$ cat src/rtl/i2c_reg_slave_pkg.sv
package i2c_reg_slave_pkg;

    typedef enum logic [2:0] {
        ST_IDLE,
        ST_ADDR,
        ST_CMD,
        ST_DATA,
        ST_ACK,
        ST_TX,
        ST_RACK
    } bus_st_e;

    typedef enum logic [1:0] {
        AK_WR,
        AK_RD,
        AK_CMD,
        AK_DATA
    } ack_e;

    localparam logic [1:0] PIN_GND = 2'd0;
    localparam logic [1:0] PIN_VDD = 2'd1;
    localparam logic [1:0] PIN_SCL = 2'd2;
    localparam logic [1:0] PIN_SDA = 2'd3;

endpackage

$ cat src/rtl/i2c_line_sync.sv
module i2c_line_sync #(
    parameter int WIDTH  = 4,
    parameter int STAGES = 2
) (
    input  logic             clk,
    input  logic             rst_n,
    input  logic [WIDTH-1:0] d_i,
    output logic [WIDTH-1:0] q_o
);
    logic [WIDTH-1:0] stg_q [STAGES];
    logic [WIDTH-1:0] stg_d [STAGES];

    always_comb begin
        stg_d[0] = d_i;
        for (int i = 1; i < STAGES; i++) begin
            stg_d[i] = stg_q[i-1];
        end
    end

    always_ff @(posedge clk or negedge rst_n) begin
        if (!rst_n) begin
            for (int i = 0; i < STAGES; i++) begin
                stg_q[i] <= '1;
            end
        end else begin
            for (int i = 0; i < STAGES; i++) begin
                stg_q[i] <= stg_d[i];
            end
        end
    end

    assign q_o = stg_q[STAGES-1];
endmodule

$ cat src/rtl/i2c_pin_decode.sv
module i2c_pin_decode
    import i2c_reg_slave_pkg::*;
#(
    parameter int PINS = 2
) (
    input  logic              clk,
    input  logic              rst_n,
    input  logic [PINS-1:0]   pin_s_i,
    input  logic              scl_s_i,
    input  logic              sda_s_i,
    output logic [2*PINS-1:0] code_o
);
    // A flag latches once a pin has been seen at a level other than the
    // clock (or data) line. A pin that never differs is wired to that line.
    logic [PINS-1:0] miss_scl_d, miss_scl_q;
    logic [PINS-1:0] miss_sda_d, miss_sda_q;

    always_comb begin
        miss_scl_d = miss_scl_q | (pin_s_i ^ {PINS{scl_s_i}});
        miss_sda_d = miss_sda_q | (pin_s_i ^ {PINS{sda_s_i}});
    end

    always_ff @(posedge clk or negedge rst_n) begin
        if (!rst_n) begin
            miss_scl_q <= '0;
            miss_sda_q <= '0;
        end else begin
            miss_scl_q <= miss_scl_d;
            miss_sda_q <= miss_sda_d;
        end
    end

    for (genvar g = 0; g < PINS; g++) begin : g_pin
        assign code_o[2*g +: 2] = !miss_scl_q[g] ? PIN_SCL :
                                  !miss_sda_q[g] ? PIN_SDA :
                                  pin_s_i[g]     ? PIN_VDD : PIN_GND;
    end
endmodule

$ cat src/rtl/i2c_reg_slave.sv
module i2c_reg_slave
    import i2c_reg_slave_pkg::*;
#(
    parameter int                  SYNC_STAGES = 2,
    parameter int                  SEL_PINS    = 2,
    parameter logic [6-2*SEL_PINS:0] ADDR_PREFIX = 3'b100
) (
    input  logic                clk,
    input  logic                rst_n,
    input  logic                scl_i,
    input  logic                sda_i,
    output logic                sda_oe_o,
    input  logic [SEL_PINS-1:0] sel_pins_i,
    output logic [7:0]          reg_addr_o,
    output logic [7:0]          reg_wdata_o,
    output logic                reg_we_o,
    output logic                reg_re_o,
    input  logic [7:0]          reg_rdata_i
);
    localparam int LOW_W   = 2 * SEL_PINS;
    localparam int LINES   = 2 + SEL_PINS;
    localparam int BYTE_W  = 8;
    localparam int CNT_W   = $clog2(BYTE_W + 1);
    localparam logic [CNT_W-1:0] LAST_RX = CNT_W'(BYTE_W);
    localparam logic [CNT_W-1:0] LAST_TX = CNT_W'(BYTE_W - 1);

    typedef struct packed {
        bus_st_e           st;
        ack_e              ak;
        logic [BYTE_W-1:0] sh;
        logic [CNT_W-1:0]  cnt;
        logic [BYTE_W-1:0] ptr;
        logic [BYTE_W-1:0] wdata;
        logic              oe;
        logic              more;
        logic              we;
        logic              re;
        logic              scl_p;
        logic              sda_p;
    } ctl_t;

    localparam ctl_t CTL_RST = '{st: ST_IDLE, ak: AK_WR, sh: '0, cnt: '0,
                                 ptr: '0, wdata: '0, oe: 1'b0, more: 1'b0,
                                 we: 1'b0, re: 1'b0, scl_p: 1'b1, sda_p: 1'b1};

    logic [LINES-1:0] lines_s;
    logic             scl_s, sda_s;
    logic [LOW_W-1:0] low_bits;
    logic [6:0]       own_addr;
    logic             scl_rise, scl_fall, start_det, stop_det;
    ctl_t             c_q, c_d;

    i2c_line_sync #(.WIDTH(LINES), .STAGES(SYNC_STAGES)) i_sync (
        .clk   (clk),
        .rst_n (rst_n),
        .d_i   ({sel_pins_i, sda_i, scl_i}),
        .q_o   (lines_s)
    );

    assign scl_s = lines_s[0];
    assign sda_s = lines_s[1];

    i2c_pin_decode #(.PINS(SEL_PINS)) i_pins (
        .clk     (clk),
        .rst_n   (rst_n),
        .pin_s_i (lines_s[LINES-1:2]),
        .scl_s_i (scl_s),
        .sda_s_i (sda_s),
        .code_o  (low_bits)
    );

    assign own_addr  = {ADDR_PREFIX, low_bits};
    assign scl_rise  = scl_s & ~c_q.scl_p;
    assign scl_fall  = ~scl_s & c_q.scl_p;
    assign start_det = scl_s & c_q.scl_p & c_q.sda_p & ~sda_s;
    assign stop_det  = scl_s & c_q.scl_p & ~c_q.sda_p & sda_s;

    always_comb begin
        c_d       = c_q;
        c_d.we    = 1'b0;
        c_d.re    = 1'b0;
        c_d.scl_p = scl_s;
        c_d.sda_p = sda_s;
        if (c_q.we || c_q.re) begin
            c_d.ptr = c_q.ptr + 1'b1;
        end
        if (start_det) begin
            c_d.st  = ST_ADDR;
            c_d.cnt = '0;
            c_d.oe  = 1'b0;
        end else if (stop_det) begin
            c_d.st  = ST_IDLE;
            c_d.cnt = '0;
            c_d.oe  = 1'b0;
        end else begin
            unique case (c_q.st)
                ST_ADDR, ST_CMD, ST_DATA: begin
                    if (scl_rise && c_q.cnt != LAST_RX) begin
                        c_d.sh  = {c_q.sh[BYTE_W-2:0], sda_s};
                        c_d.cnt = c_q.cnt + 1'b1;
                    end else if (scl_fall && c_q.cnt == LAST_RX) begin
                        c_d.cnt = '0;
                        c_d.st  = ST_ACK;
                        c_d.oe  = 1'b1;
                        if (c_q.st == ST_ADDR) begin
                            if (c_q.sh[7:1] == own_addr) begin
                                c_d.ak = c_q.sh[0] ? AK_RD : AK_WR;
                            end else begin
                                c_d.st = ST_IDLE;
                                c_d.oe = 1'b0;
                            end
                        end else if (c_q.st == ST_CMD) begin
                            c_d.ptr = c_q.sh;
                            c_d.ak  = AK_CMD;
                        end else begin
                            c_d.we    = 1'b1;
                            c_d.wdata = c_q.sh;
                            c_d.ak    = AK_DATA;
                        end
                    end
                end
                ST_ACK: begin
                    if (scl_fall) begin
                        c_d.oe = 1'b0;
                        unique case (c_q.ak)
                            AK_WR:   c_d.st = ST_CMD;
                            AK_RD:   begin c_d.st = ST_TX; c_d.re = 1'b1; end
                            default: c_d.st = ST_DATA;
                        endcase
                    end
                end
                ST_TX: begin
                    if (c_q.re) begin
                        c_d.sh = reg_rdata_i;
                        c_d.oe = ~reg_rdata_i[BYTE_W-1];
                    end else if (scl_fall) begin
                        if (c_q.cnt == LAST_TX) begin
                            c_d.st  = ST_RACK;
                            c_d.oe  = 1'b0;
                            c_d.cnt = '0;
                        end else begin
                            c_d.sh  = {c_q.sh[BYTE_W-2:0], 1'b0};
                            c_d.cnt = c_q.cnt + 1'b1;
                            c_d.oe  = ~c_q.sh[BYTE_W-2];
                        end
                    end
                end
                ST_RACK: begin
                    if (scl_rise) begin
                        c_d.more = ~sda_s;
                    end else if (scl_fall) begin
                        if (c_q.more) begin
                            c_d.st = ST_TX;
                            c_d.re = 1'b1;
                        end else begin
                            c_d.st = ST_IDLE;
                        end
                    end
                end
                default: ;
            endcase
        end
    end

    always_ff @(posedge clk or negedge rst_n) begin
        if (!rst_n) c_q <= CTL_RST;
        else        c_q <= c_d;
    end

    assign sda_oe_o    = c_q.oe;
    assign reg_addr_o  = c_q.ptr;
    assign reg_wdata_o = c_q.wdata;
    assign reg_we_o    = c_q.we;
    assign reg_re_o    = c_q.re;

    assert_stop_idle_R1: assert property (@(posedge clk) disable iff (!rst_n)
        stop_det |=> (c_q.st == ST_IDLE) && !sda_oe_o);

    assert_we_single_R9: assert property (@(posedge clk) disable iff (!rst_n)
        reg_we_o |=> !reg_we_o);

    assert_re_single_R9: assert property (@(posedge clk) disable iff (!rst_n)
        reg_re_o |=> !reg_re_o);

    assert_strobe_excl_R9: assert property (@(posedge clk) disable iff (!rst_n)
        !(reg_we_o && reg_re_o));

    assert_ptr_step_R6: assert property (@(posedge clk) disable iff (!rst_n)
        reg_we_o |=> reg_addr_o == $past(reg_addr_o) + 8'd1);

    assert_ptr_step_R7: assert property (@(posedge clk) disable iff (!rst_n)
        reg_re_o |=> reg_addr_o == $past(reg_addr_o) + 8'd1);

    assert_sda_hold_R10: assert property (@(posedge clk) disable iff (!rst_n)
        (scl_s && c_q.scl_p && !$past(start_det) && !$past(stop_det))
            |-> $stable(sda_oe_o));
endmodule

$ cat config.mk
export PLATFORM = sky130hd
export DESIGN_NAME = i2c_reg_slave
export DESIGN_NICKNAME = d
export VERILOG_FILES = /design/src/rtl/i2c_reg_slave_pkg.sv /design/src/rtl/i2c_line_sync.sv /design/src/rtl/i2c_pin_decode.sv /design/src/rtl/i2c_reg_slave.sv
export SDC_FILE = /design/constraint.sdc
export NUM_CORES = 1
export LEC_CHECK = 0
export ABC_CLOCK_PERIOD_IN_PS = 3500
export CORE_MARGIN = 3
export CORE_UTILIZATION = 24
export CTS_BUF_LIST = sky130_fd_sc_hd__clkbuf_4 sky130_fd_sc_hd__clkbuf_8 sky130_fd_sc_hd__clkbuf_16
export CTS_CLUSTER_SIZE = 16
export DETAILED_ROUTE_END_ITERATION = 8
export DONT_BUFFER_PORTS = 1
export GPL_TIMING_DRIVEN = 0
export MAX_ROUTING_LAYER = met4
export PLACE_DENSITY_LB_ADDON = 0.12
export SYNTH_ARGS = -nofsm -noshare
export SYNTH_HDL_FRONTEND = slang
export SYNTH_HIERARCHICAL = 1
export SYNTH_SLANG_ARGS = --single-unit
$ cat constraint.sdc
create_clock -name clk -period 3.5 [get_ports clk]
set_input_delay 0.35 -clock clk [delete_from_list [all_inputs] [get_ports clk]]
set_output_delay 0.35 -clock clk [all_outputs]
set_load 0.005 [all_outputs]
After elaboration in Yosys (flattened, before gate mapping)
Cells that the tools add are included.
- bits in registers: 51
- output and inout port bits: 19
- add/sub/neg operators: 2
- eq/ne operators: 25
- muxes and demuxes: 66
- bitwise logic cells: 22
- reductions and logical operators: 16
- operators by type and width (cell ; count):
    16-bit two-way mux ; 4
    8-bit two-way mux ; 6
    4-bit inequality test, second input constant ; 9
    3-bit two-way mux ; 11
    12-bit one-hot mux with 2 select lines ; 1
    1-bit two-way mux ; 22
    21-bit two-way mux ; 1
    4-bit two-way mux ; 5
    17-bit two-way mux ; 1
    2-bit two-way mux ; 8
    12-bit two-way mux ; 1
    3-bit one-hot mux with 4 select lines ; 1
    6-bit AND reduction ; 2
    1-bit inverter ; 11
    5-bit two-way mux ; 2
    5-bit inequality test, second input constant ; 2
    3-bit == test, second input constant ; 3
    9-bit AND reduction ; 1
    8-bit by 1-bit adder with 8-bit output, second input constant ; 1
    4-bit AND reduction ; 2
    1-bit bitwise AND ; 7
    7-bit == test ; 1
    7-bit AND reduction ; 1
    3-bit by 2-bit == test with 1-bit output, second input constant ; 2
    22 further kinds ; 26

Longest topological paths before layout
Gate-level depths: netlist of the first run.
- word-level depth: 11
- mapped depth: 8
- gate-level depth less buffers: 7

Cells and area by module
Netlist of the first run, hierarchy kept.
- modules (own cells, without submodules) (module ; times used ; cells an instance ; area each (µm²) ; seq. area each (µm²)):
    i2c_reg_slave ; 1 ; 236 ; 2292.2 ; 978.4
    i2c_line_sync ; 1 ; 8 ; 210.2 ; 210.2
    i2c_pin_decode ; 1 ; 18 ; 190.2 ; 100.1

Least setup slack after synthesis of the first run
No wires, ideal clock.
- kind: reg-to-reg
- from: register i_sync.stg_q, in the netlist i_sync/q_o[0]
- to: register c_q[26] in the netlist's numbering
- data arrival time: 1656 ps
- required time: 3373 ps
- setup slack: 1716 ps
- stages on the path, launching flop included: 6
- buffers on the path: 1
- period minus slack after synthesis: 1784 ps
- cell sequence: dfstp_2 -> or3b_1 -> o21ai_1 -> nor4b_4 -> buf_6 -> a31oi_1
- word-level cells in the longest chain between the ends: 5
- elaborated cells between the ends (all ways): 14
- ends and longest elaborated chain (what ; RTL line ; RTL):
    start: declaration ; i2c_line_sync.sv:10 ; logic [WIDTH-1:0] stg_q [STAGES];
    start signal: indexed assignment ; i2c_line_sync.sv:27 ; stg_q[i] <= stg_d[i];
    1-bit bitwise AND ; i2c_reg_slave.sv:75, i2c_reg_slave.sv:76 ;
    1-bit bitwise AND, on equally long branches (2 in series) ; i2c_reg_slave.sv:76, i2c_reg_slave.sv:75 ;
    1-bit inverter (no source line) ; n/a ;
    6-bit AND reduction (no source line) (*) ; n/a ;
    end signal: assignment ; i2c_reg_slave.sv:166 ; if (!rst_n) c_q <= CTL_RST;
    end signal: assignment ; i2c_reg_slave.sv:167 ; else c_q <= c_d;
    end: declaration ; i2c_reg_slave.sv:51 ; ctl_t c_q, c_d;
Mark *: on every way between the ends. The rest lies on a longest branch, timed or not.
A chain may end at the register's enable or synchronous reset.

==> results of run 1 <==
-- Yosys cell counts (2+ instances only) --
library cell  instances
nor2_1               30
clkbuf_1              3
nor3_1                5
a21oi_2               2
nand2_1              14
xnor2_1               8
ha_1                  3
o2111ai_1             2
dfrtp_1              41
mux2_2                8
nor2b_1               2
nand3b_1              3
o21ai_0               8
o21ai_1               3
nand2b_1             11
a21boi_0              2
and3b_1               2
a31oi_1               2
xor2_1                8
mux2i_1               9
nor2_2                2
nand3_1               9
dfstp_2              10
a21oi_1              20
inv_1                 8
buf_4                17
-- kinds of logic (layout without fill, tap and decap cells) --
family          count (synthesis)  after routing
compound gates                 55             55
buf+inv                        30             44
mux                            17             17
flops                          51             51
xor+xnor                       16             16
simple gates                   90             90
fa+ha+maj                       3              3
-- power groups by stage --
| stage | Combinational [mW] | Sequential (mW) | Clock [mW] |
|---|---|---|---|
| 2_1_floorplan | 0.128 | 0.697 | 0 |
| 3_3_place_gp | 0.150 | 0.734 | 0 |
| 3_5_place_dp | 0.150 | 0.734 | 0 |
| 4_1_cts | 0.168 | 0.723 | 0.394 |
| 5_1_grt | 0.196 | 0.731 | 0.413 |
| 6_report | 0.169 | 0.716 | 0.376 |
-- cell usage in the layout (no fill, tap or decap), types with 3 or more instances in the layout --
cell type / count
dfrtp_1: 41
mux2_2: 8
nor2_1: 30
clkbuf_1: 3
clkbuf_8: 5
xnor2_1: 8
nand2b_1: 11
nand3b_1: 3
inv_1: 8
mux2i_1: 9
xor2_1: 8
o21ai_1: 3
nor3_1: 5
nand2_1: 14
dfstp_2: 10
ha_1: 3
nand3_1: 9
buf_4: 17
dlygate4sd3_1: 5
o21ai_0: 8
a21oi_1: 20
-- per-layer routing --
metal,track usage,vias to the layer above,wire (um)
met5,-,-,0
met4,0.0268,0,91
met3,0.0239,7,261
met2,0.164,37,2890
met1,0.143,931,2980
li1,-,936,-
-- through the flow --
| stage | worst slack, ns | std cells | hold slack (ns) | util | cell area [um^2] |
|---|---|---|---|---|---|
| final | 1.35 | 416 | 0.187 | 0.279 | 3040 |
| after global routing | 1.10 | 416 | 0.198 | 0.279 | 3040 |
| after CTS | 1.32 | 412 | 0.00539 | 0.275 | 3000 |
| after detailed placement | 1.32 | 402 | 0.0566 | 0.263 | 2870 |
| after global placement | 1.32 | 402 | 0.0566 | 0.263 | 2870 |
| after floorplan | 1.72 | 262 | 0.0544 | - | 2690 |
-- layout make-up --
cell class              instances  area, um^2  share of cell area
clock buffers                   5        68.8              0.0227
multi-input cells             181        1220               0.401
plain buffers                  22         155              0.0511
clock inverters                 3        23.8             0.00783
repair buffers                  6        77.6              0.0255
well taps                     140         175              0.0577
inverters                       8        30.0             0.00988
flip-flops and latches         51        1290               0.424
-- registers in the layout (all words and copies together), names as in the netlist --
signal,count
reg_re_o,1
i_pins/miss_sda_q,2
reg_wdata_o,8
c_q,20
reg_addr_o,8
sda_oe_o,1
reg_we_o,1
i_pins/miss_scl_q,2
i_sync/stg_d,4
i_sync/q_o,4
-- path summary, 6_finish.rpt --
kind,from,endpoint,slack (ns),cells past startpoint
worst max-delay path,c_q[22],reg_addr_o[6],1.35,8
worst min-delay path,reg_rdata_i[0],c_q[26],0.19,2
worst max register to register,c_q[22],reg_addr_o[6],1.35,8
worst min register to register,i_sync/stg_d[0],i_sync/q_o[0],0.36,0
max in group asynchronous,rst_n,i_sync/q_o[0],2.66,2
min in group asynchronous,rst_n,reg_wdata_o[6],0.54,2
-- worst max-delay path: cells and delay by family, from the launching register on --
family	cells	cell delay [ns]
AND/OR/NAND/NOR	4	1.04
flip-flops	1	0.43
buffers and inverters	2	0.36
adder cells (fa/ha/maj)	1	0.17
AO/OA/AOI/OAI	1	0.05
-- what timing repair did --
item	in CTS	in global routing
gates resized for setup	0	0
hold endpoints to repair	51	4
setup endpoints to repair	0	0
hold buffers	2	4
==> impl_metrics.ini, run 1 <==
[power]
pwr-share-seq = 0.568
power_mw = 1.26
power_frac_comb = 0.134
powerDensity_nw_per_um2 = 415
p_sw_mw = 0.401
p_int_mw = 0.860
power_leakage_nw = 1.29
swShare = 0.318
ir_worst_vdd_v = 0.000148
clkPwrFrac = 0.298

[finish]
fill_cells = 1159
nNetsFinal = 292
syn_to_final_growth_pct = 12.8
diodes = 0
drive_above_1_share = 0.210

[synth]
synth_adder_area_share = 0.0139
postSynthCellCount = 262
syn_avg_cell_area_um2 = 10.3
synthFlopType = dfrtp_1
syn_area_um2 = 2690
yosys_warnings = 6
synth_mux_area_frac = 0.0669
synth.distinct_cells = 56
yosys_register_bits = 51
synth-simple-area-share = 0.183
synth_xor_area_frac = 0.0520
synth_seq_area_share = 0.479
synthArstFlopShare = 1.00
synth_area_leaders = dfrtp_1, dfstp_2, buf_4
synth-edff-count = 0
synth_top_area_frac = 0.381
synth_top_family_by_area = simple AND/OR/NAND/NOR gates
synth_fp_nets = 279
synth_compound_area_frac = 0.137
yosysTopAreaCell = dfrtp_1

[placed_design]
portBuffers = 0
hpwlAfterDp_um = 4380
gp_congestion = 0.802

[detailed_routing]
post_drt_wl_per_cell_um = 14.9
drc = 0
firstDrtPassIters = 4
totalWireLength_um = 6220
ant_nets = 0
vias = 1911
vias_per_cell = 4.59
drtIter0Drc = 165

[setup_path]
crit_fanout = 10
cp_data_arrival_time_ns = 2.36
endpoint_kind = flip-flop
slowest_stage = dfrtp_1
critPathMaxStageDelay_ns = 0.43
cp-start-kind = flip-flop
path_class = reg2reg
crit_chain = inv_1 -> ha_1 -> nand3b_1 -> nor3_4 -> nand3_1 -> buf_2 -> nor2_1 -> a21oi_1
cp.required_ns = 3.71

[floorplan]
fp-row-count = 38
coreArea_um2 = 10900
die_w_um = 112
initial_core_util = 0.247
die_y_um = 112
ios = 33
dieArea_um2 = 12500

[clock_tree]
postCtsSetupRepairBufs = 0
numCtsBuffers = 5
insertion_delay_ns = 0.32
cts-root-buf = clkbuf_8
clk_pin_slew_worst_paths_ns = 0.11
clock_sinks = 51
cts_htree_levels = 2
clockBufferDepth = 2
cts_tree = built

[sta]
finalCriticalPeriod_ns = 2.15
skew_ns = 0.00948
setup_viol = 0
fin_tns_setup_ns = 0
rsz0062_at_grt = no
fin_crit_sh = 0.614
slew_viol_final = 0
slew_headroom = 0.580
tightest_slew_ns = 0.623
fmax_ghz = 0.466
hold_viol_final = 0

[global_route]
grt_overflow = 0
grt_pass1_vias = 1938
grt.total_usage = 0.107
grt_first_pass_wirelength_um = 10400
antenna_found_initial = 0
grt_max_degree = 52

[worst_hold_path]
min_path_type = in2reg

[flow_run]
max-cap-violations = 0

[outcome]
status = finished, final reports clean
Note: power is estimated with default switching activity, not from simulation.
==> run 2: changes to the inputs <==
Settings changed: ABC_CLOCK_PERIOD_IN_PS 3500 to 2100.
Clock period 3.5 ns to 2.1 ns, I/O delays scaled along.
==> run 2 against run 1 <==
Utilization increased by 0.77 points. Setup slack got worse by 1.2 ns. Combinational power increased by 81%. Die area unchanged. Clock-buffer cell count unchanged. Clock skew about the same. Non-clock buffer count increased by 6. Highest routed layer unchanged.
==> impl_metrics.ini, run 2 (synthesis gave the netlist of run 1 again) <==
[outcome]
status = finished, final reports clean

[floorplan]
ios = 33
dieArea_um2 = 12500
initial_core_util = 0.247
fp-row-count = 38
coreArea_um2 = 10900
die_w_um = 112
die_y_um = 112

[sta]
fmax_ghz = 0.507
fin_crit_sh = 0.939
setup_viol = 0
fin_tns_setup_ns = 0
hold_viol_final = 0
rsz0062_at_grt = no
tightest_slew_ns = 0.519
slew_viol_final = 0
worst_hold_slack_ns = 0.0480
slew_headroom = 0.654
setup_ws_ns = 0.128
finalCriticalPeriod_ns = 1.97
skew_ns = 0.00960

[finish]
fill_cells = 1159
top_register = c_q
final_cells = 422
finalCoreUtilization = 0.287
finalInstanceArea_um2 = 3120
largest_register_ff_count = 20
drive_above_1_share = 0.238
syn_to_final_growth_pct = 15.9
final_common_cell = dfrtp_1
diodes = 0
nNetsFinal = 298
layout_common_cells = dfrtp_1, nor2_1, buf_4

[global_route]
grt_first_pass_wirelength_um = 10500
antenna_found_initial = 0
grt_overflow = 0
grt_max_degree = 52
grt_pass1_vias = 1985
grt.total_usage = 0.107

[clock_tree]
clockBufferDepth = 2
insertion_delay_ns = 0.32
cts_tree = built
cts-root-buf = clkbuf_8
numCtsBuffers = 5
clk_pin_slew_worst_paths_ns = 0.11
clock_sinks = 51
cts_htree_levels = 2

[setup_path]
crit_fanout = 5
cp.required_ns = 2.30
critical-path-top-delay-family = simple AND/OR/NAND/NOR gates
r2r-start = c_q[22]
crit_chain = inv_1 -> ha_1 -> nand3b_1 -> or3_4 -> a211oi_2 -> mux2i_1 -> nor2_1
slowest_stage = dfrtp_1
rr_endpoint = c_q[37]
endpoint_kind = flip-flop
cp-start-kind = flip-flop
path_class = reg2reg
ff2ff_path_depth = 7
path_depth = 7
cp_data_arrival_time_ns = 2.17
worst-r2r-setup-slack_ns = 0.13
crit_buf_inv = 1
critPathMaxStageDelay_ns = 0.43

[placed_design]
portBuffers = 0
placed_cells = 402
place_area_um2 = 2870
gp_congestion = 0.802
hpwlAfterDp_um = 4380
pre_cts_slack_ns = -0.0793

[detailed_routing]
firstDrtPassIters = 4
totalWireLength_um = 6280
vias = 1913
drc = 0
vias_per_cell = 4.53
drtIter0Drc = 128
post_drt_wl_per_cell_um = 14.9
ant_nets = 0

[flow_run]
max-cap-violations = 0

[power]
ir_worst_vdd_v = 0.000262
power_mw = 2.12
power_leakage_nw = 1.34
powerDensity_nw_per_um2 = 680

[worst_hold_path]
min_to = c_q[26]
hp-start = reg_rdata_i[0]
min_path_cells = 2
min_path_type = in2reg
==> run 2: repair_timing <==
action | in CTS | in global routing
pin swaps | 1 | 2
hold buffers | 6 | 0
setup endpoints to repair | 18 | 22
buffers inserted | 4 | 2
hold endpoints to repair | 55 | 0
resized for setup | 1 | 6
==> run 2: worst max path at each step <==
stage / startpoint / end
final: c_q[22] / c_q[37]
after global routing: c_q[22] / c_q[37]
after CTS: c_q[22] / reg_addr_o[6]
after detailed placement: c_q[22] / reg_addr_o[6]
after global placement: c_q[22] / reg_addr_o[6]
after floorplan: i_sync/q_o[0] / c_q[26]
==> run 2: cell type report <==
type / instances / area [um^2] / share of cell area
sequential: 51 / 1290 / 0.413
multi-input combinational: 181 / 1260 / 0.403
tap: 140 / 175 / 0.0561
buffer: 22 / 155 / 0.0497
timing repair buffer: 12 / 123 / 0.0393
clock buffer: 5 / 68.8 / 0.0220
inverter: 8 / 30.0 / 0.00962
clock inverter: 3 / 23.8 / 0.00762
==> run 2: power breakdown <==
part / total (mW) / internal [mW] / switching, mW / leakage, nW
Combinational: 0.306 / 0.135 / 0.171 / 0.672
Sequential: 1.19 / 1.07 / 0.129 / 0.620
Clock: 0.621 / 0.242 / 0.379 / 0.0461
Total: 2.12 / 1.44 / 0.679 / 1.34
==> run 2: layer usage <==
| metal | track usage | part of all wire | vias to the layer above |
|---|---|---|---|
| met3 | 0.0239 | 0.038 | 7 |
| met5 | - | 0 | - |
| met4 | 0.0268 | 0.015 | 0 |
| li1 | - | - | 949 |
| met1 | 0.141 | 0.48 | 924 |
| met2 | 0.169 | 0.47 | 33 |
==> run 2: worst reg2reg max path, cell delays in order, from the launching register on <==
cell	delay, ns
dfrtp_1	0.43
inv_1	0.07
ha_1	0.17
nand3b_1	0.22
or3_4	0.43
a211oi_2	0.26
mux2i_1	0.21
nor2_1	0.06
